`config.mk`:
```
export PLATFORM = sky130hd
export DESIGN_NAME = rcirc_piso
export DESIGN_NICKNAME = d
export VERILOG_FILES = /design/src/rtl/rcirc_pkg.sv /design/src/rtl/rcirc_ctrl.sv /design/src/rtl/rcirc_core.sv /design/src/rtl/rcirc_port.sv /design/src/rtl/rcirc_piso.sv
export SDC_FILE = /design/constraint.sdc
export NUM_CORES = 1
export LEC_CHECK = 0
export ABC_AREA = 1
export BUFFER_PORTS_ARGS = -buffer_cell sky130_fd_sc_hd__buf_2
export CORE_ASPECT_RATIO = 2
export CORE_MARGIN = 5
export CORE_UTILIZATION = 30
export CTS_BUF_LIST = sky130_fd_sc_hd__clkbuf_4 sky130_fd_sc_hd__clkbuf_8
export DETAILED_ROUTE_END_ITERATION = 10
export PLACE_DENSITY = 0.55
export SLEW_MARGIN = 30
export SYNTH_ARGS = -nofsm -noshare
export SYNTH_HDL_FRONTEND = slang
export SYNTH_SLANG_ARGS = --single-unit
```
`constraint.sdc`:
```
create_clock -name clk -period 1.7 [get_ports clk]
set_clock_uncertainty 0.1 [all_clocks]
set_input_delay 0.34 -clock clk [delete_from_list [all_inputs] [get_ports clk]]
set_output_delay 0.34 -clock clk [all_outputs]
set_load 0.02 [all_outputs]
```
`src/rtl/rcirc_pkg.sv`:
```
package rcirc_pkg;

  typedef enum logic [1:0] {
    MODE_HOLD  = 2'b00,
    MODE_WRITE = 2'b01,
    MODE_READ  = 2'b10,
    MODE_LOAD  = 2'b11
  } mode_e;

endpackage

```
`src/rtl/rcirc_ctrl.sv`:
```
module rcirc_ctrl
  import rcirc_pkg::*;
(
  input  logic       sel_n,
  input  logic [1:0] mode,
  output mode_e      eff_mode
);

  // Deselect is a synchronous enable: it simply collapses the mode to hold.
  always_comb begin
    if (sel_n) eff_mode = MODE_HOLD;
    else       eff_mode = mode_e'(mode);
  end

endmodule

```
`src/rtl/rcirc_core.sv`:
```
module rcirc_core
  import rcirc_pkg::*;
#(
  parameter int WIDTH = 16
) (
  input  logic             clk,
  input  logic             rst,
  input  mode_e            eff_mode,
  input  logic [WIDTH-1:0] par_in,
  input  logic             ser_in,
  output logic [WIDTH-1:0] word,
  output logic             msb
);

  localparam int TOP = WIDTH - 1;

  logic [WIDTH-1:0] nxt;
  logic             feed;

  // Bit entering position 0: external data when writing, the top bit when reading.
  assign feed = (eff_mode == MODE_READ) ? word[TOP] : ser_in;

  for (genvar i = 0; i < WIDTH; i++) begin : g_bit
    logic below;
    if (i == 0) begin : g_low
      assign below = feed;
    end else begin : g_up
      assign below = word[i-1];
    end

    always_comb begin
      unique case (eff_mode)
        MODE_LOAD:             nxt[i] = par_in[i];
        MODE_WRITE, MODE_READ: nxt[i] = below;
        default:               nxt[i] = word[i];
      endcase
    end
  end

  always_ff @(posedge clk) begin
    if (rst) word <= '0;
    else     word <= nxt;
  end

  assign msb = word[TOP];

endmodule

```
`src/rtl/rcirc_port.sv`:
```
module rcirc_port
  import rcirc_pkg::*;
(
  input  logic  clk,
  input  logic  rst,
  input  mode_e eff_mode,
  input  logic  msb,
  output logic  ser_out,
  output logic  ser_oe
);

  always_ff @(posedge clk) begin
    if (rst) begin
      ser_oe  <= 1'b0;
      ser_out <= 1'b0;
    end else begin
      ser_oe  <= (eff_mode == MODE_READ);
      ser_out <= (eff_mode == MODE_READ) & msb;
    end
  end

endmodule

```
`src/rtl/rcirc_piso.sv`:
```
module rcirc_piso
  import rcirc_pkg::*;
#(
  parameter int WIDTH = 16
) (
  input  logic             clk,
  input  logic             rst,
  input  logic             sel_n,
  input  logic [1:0]       mode,
  input  logic [WIDTH-1:0] par_in,
  input  logic             ser_in,
  output logic             ser_out,
  output logic             ser_oe
);

  mode_e            eff_mode;
  logic [WIDTH-1:0] word_q;
  logic             msb;

  rcirc_ctrl u_ctrl (
    .sel_n    (sel_n),
    .mode     (mode),
    .eff_mode (eff_mode)
  );

  rcirc_core #(.WIDTH(WIDTH)) u_core (
    .clk      (clk),
    .rst      (rst),
    .eff_mode (eff_mode),
    .par_in   (par_in),
    .ser_in   (ser_in),
    .word     (word_q),
    .msb      (msb)
  );

  rcirc_port u_port (
    .clk      (clk),
    .rst      (rst),
    .eff_mode (eff_mode),
    .msb      (msb),
    .ser_out  (ser_out),
    .ser_oe   (ser_oe)
  );

endmodule

```
After elaboration in Yosys (flattened, before gate mapping):

Index checks and enable logic that the tools add are counted.

* bitwise operators: 1
* muxes and demuxes: 18
* eq/ne operators: 3
* reduce and logical (&&, ||, !) cells: 2

Operators with widths (count)
* $pmux W1 S2: 16
* $eq A2 B2 Y1 const B: 2
* $eq A2 B1 Y1 const B: 1
* $mux W2: 1
* $reduce_bool A2 Y1: 1
* $reduce_or A2 Y1: 1
* $and A1 B1 Y1: 1
* $mux W1: 1

* bits of input ports: 22
* output and inout bits: 2
* word-level logic and storage cells: 27
* register bits after elaboration: 18

Logic depth before layout (Yosys ltp):

* word-level depth: 4
* depth in mapped cells: 9
* mapped depth without buffers: 9

By module:

A second synthesis with hierarchy kept.

* cell total of the unflattened synthesis: 154
* area, all modules: 980.9 µm²

By module, submodules not included
* rcirc_core: instances 1, cells an instance 143, sequential area each 320.3 µm², area an instance 898.4 µm²
* rcirc_port: instances 1, cells an instance 7, sequential area each 40.0 µm², area an instance 67.6 µm²
* rcirc_ctrl: instances 1, cells an instance 4, sequential area each 0.0 µm², area an instance 15.0 µm²

Worst setup path before layout:

No wires, ideal clock.

* path kind: input port to flip-flop
* start point: in sel_n
* end point: reg u_core.word[12]
* arrival: 1.309 ns
* setup time: 0.115 ns
* buffers on the path: 1
* data required time: 1.485 ns
* cell stages on the path: 8
* slack: 0.175 ns
* cell sequence: inv_1 nand2_1 ha_1 inv_2 buf_6 o21ai_0 o21ai_0 inv_1

* word-level cells in the longest chain between the ends: 4
* elaborated cells on any way between the ends: 7
* classes of those cells: eq/ne (3); mux (2); reduce/logical (2)

RTL lines
* from (decl): line rcirc_piso.sv:8 `input logic sel_n,`
* $mux W2 (*): line rcirc_ctrl.sv:11 `if (sel_n) eff_mode = MODE_HOLD;`
* $eq A2 B1 Y1 / $eq A2 B2 Y1 (equally long branches): line rcirc_core.sv:32 `unique case (eff_mode)`
* $reduce_or A2 Y1: line rcirc_core.sv:32
* $pmux W1 S2 / $reduce_bool A2 Y1 (equally long branches)
* to (signal assigned): line rcirc_core.sv:42 `else word <= nxt;`
* to (decl): line rcirc_core.sv:11 `output logic [WIDTH-1:0] word,`

Every way passes the cells marked *; elsewhere a longest branch is shown, timed or not.
A chain may end at the register's enable or synchronous reset.

Final worst setup path:

* start point: in sel_n
* end point: reg u_core.word[14]

Same word-level chain as after synthesis.

==> impl_metrics.tcl <==
set metrics [dict create \
    status "finished clean" \
    synth_area_um2 888 \
    cts_max_path_buffers 2 \
    antenna_found_initial 0 \
    drt-pass1-iter-count 3 \
    finalWorstSetupSlack_ps 296 \
    synthDistinctLibCells 16 \
    groute.usage.overall_pct 9.63 \
    placed_cells 182 \
    die-area_mm2 0.00422 \
    die_height_um 87.0 \
    p_leak_nw 0.614 \
    rows 28 \
    path_delay_family "buffers and inverters" \
    crit_type "in -> reg" \
    hold_depth 5 \
    clk_pin_slew_ps 70 \
    tightest_slew_ps 320 \
    fin_crit_ps 1400 \
    ant_nets 0 \
    path_buf_inv 5 \
    synth.avg_cell_area_um2 6.78 \
    arrival_ps 1450 \
    multi_input_area_um2 364 \
    drv_slew 0 \
    synthCells 131 \
    yosysTopAreaCellShare_pct 40.6 \
    crit_start "sel_n" \
    grt-ovfl-total 0 \
    ir_worst_vdd_mv 0.456 \
    ys_warn_count 0 \
    holdCritPathClass "in -> reg" \
    cts_hold_buf 0 \
    r2r_slack_ps 840 \
    final-seq-area_um2 360 \
    die_width_um 48.5 \
    cp_num_cells 10 \
    portBuffers 23 \
    first_iter_violations 10 \
    finalNetCount 181 \
    grt_max_degree 22 \
    cp.required_ps 1750 \
    cts_resized 0 \
    place_area_mm2 0.00104 \
    synth_seq_cells 18 \
    fillCellCount 335 \
    wl_per_cell_um 9.96 \
    p_per_area_mw_per_mm2 917 \
    final_common_cell "inv_1" \
    path_cells "buf_2 > inv_1 > nand2_1 > ha_1 > inv_2 > buf_12 > nand2_1 > o21ai_0 > o21ai_0 > inv_1" \
    routabilityCongestion 0.709 \
    core-area_mm2 0.00291 \
    ctsHtreeMaxLevel 1 \
    routed_wl_um 1850 \
    synth_nets 155 \
    ioPinCount 24 \
    cp_max_fo 21 \
    cp-start-kind "input port" \
    rsz0062_at_grt "no" \
    hp-start "par_in[12]" \
    cts_tree "built" \
    drc 0 \
    fin_area_mm2 0.00109 \
    max_slew_margin_pct 78.6 \
    cts_root_buffer "clkbuf_8" \
    cpMaxStageDelayCell "ha_1" \
    final.setup.tns_ps 0 \
    drive_above_1_share_pct 21.2 \
    synth_area_leader_cell "dfxtp_1" \
    n_antenna_cell 0 \
    endpoint_kind "flip-flop" \
    cts_made_buffers 3 \
    max-cap-violations 0 \
    synth_area_leaders "dfxtp_1 41%, inv_1 13%, nand2_1 10%, o21ai_1 6.8%, o21ai_0 6.2%" \
    clock_sinks 18 \
    r2r_cells 4 \
    seq_area_frac_synth_pct 40.6 \
    syn2layout_area_growth_pct 23.2 \
    hold_viol_final 0 \
    slowest_delay_ps 330 \
    finalSetupViolations 0 \
    rr_endpoint "u_core.word[0]" \
    post-dp-hpwl_um 1470 \
    fin_cells 186 \
    period_share_pct 82.6 \
    fmax_ghz 0.712 \
    layout_common_cells "31 x inv_1, 24 x nand2_1, 23 x buf_2, 18 x dfxtp_1, 12 x o21ai_1" \
    num_vias 825 \
    crit_path_end "u_core.word[14]" \
    preCtsSetupSlack_ps 8.45 \
    worstSkewPairLatency_ps 250 \
    vias_per_cell 4.44 \
    grt_pass1_wl_um 3300 \
    start_util_pct 30.6 \
    cts_setup_buffers 0 \
    grt_pass1_vias 790 \
    r2r-start "u_core.word[15]" \
]
layer usage:
metal  GRT usage [%]  wire [um]  share of wire [%]
met5               0          0                  0
met4            5.15         25                1.3
met3            2.40         74                4.0
met2            17.1        971                 52
met1            10.1        781                 42
worst min-delay path, cell delays in order:
cell and delay [ps]:
buf_2 80, nand2_1 40, o21ai_0 50, o21ai_0 70, inv_1 40
cell type report:
class / count / area share, %
clock buffers: 4 / 5.03
inverters: 32 / 11.0
well taps: 30 / 3.43
flip-flops and latches: 18 / 32.9
repair buffers: 27 / 14.4
multi-input cells: 75 / 33.3
where the power goes:
group          internal [mW]  switching [mW]
registers              0.458          0.0125
logic                 0.0843           0.107
clock network          0.205           0.137
total                  0.748           0.256
metrics by stage:
stage / power, mW / hold WS, ps / util, %
finish: 1.00 / 294 / 37.7
CTS: 1.02 / 295 / 37.7
floorplan: 0.614 / 333 / -
global route: 1.08 / 328 / 37.7
global placement: 0.669 / 363 / 35.8
detailed placement: 0.674 / 374 / 35.8
registers in the layout, indices dropped and copies added, names as in the netlist:
register / count
u_core.word: 16
u_port.ser_oe: 1
u_port.ser_out: 1
worst min path at each step:
| stage | slack [ps] | endpoint |
|---|---|---|
| 5_1_grt | 330 | u_core.word[4] |
| 3_5_place_dp | 370 | u_core.word[10] |
| 2_1_floorplan | 330 | u_port.ser_out |
| 6_report | 290 | u_core.word[12] |
| 4_1_cts | 300 | u_core.word[12] |
| 3_3_place_gp | 360 | u_core.word[2] |
cell usage after synthesis:
cell,n
inv_1,31
nand2_1,24
dfxtp_1,18
o21ai_1,12
o21ai_0,11
a21oi_1,10
nor2_1,6
nand3_1,5
o211ai_1,4
buf_2,2
buf_6,2
ha_1,2
buf_4,1
clkbuf_1,1
inv_2,1
or2_2,1
cells by family (layout without fill, tap and decap cells):
kind of cell | Yosys count | in the layout | synth area share (%)
AO/OA/AOI/OAI | 37 | 37 | 22.0
adder cells (fa/ha/maj) | 2 | 2 | 2.82
buffers and inverters | 38 | 63 | 18.4
flip-flops | 18 | 18 | 40.6
AND/OR/NAND/NOR | 36 | 36 | 16.2
No activity file was read; power rests on OpenSTA's default activity.
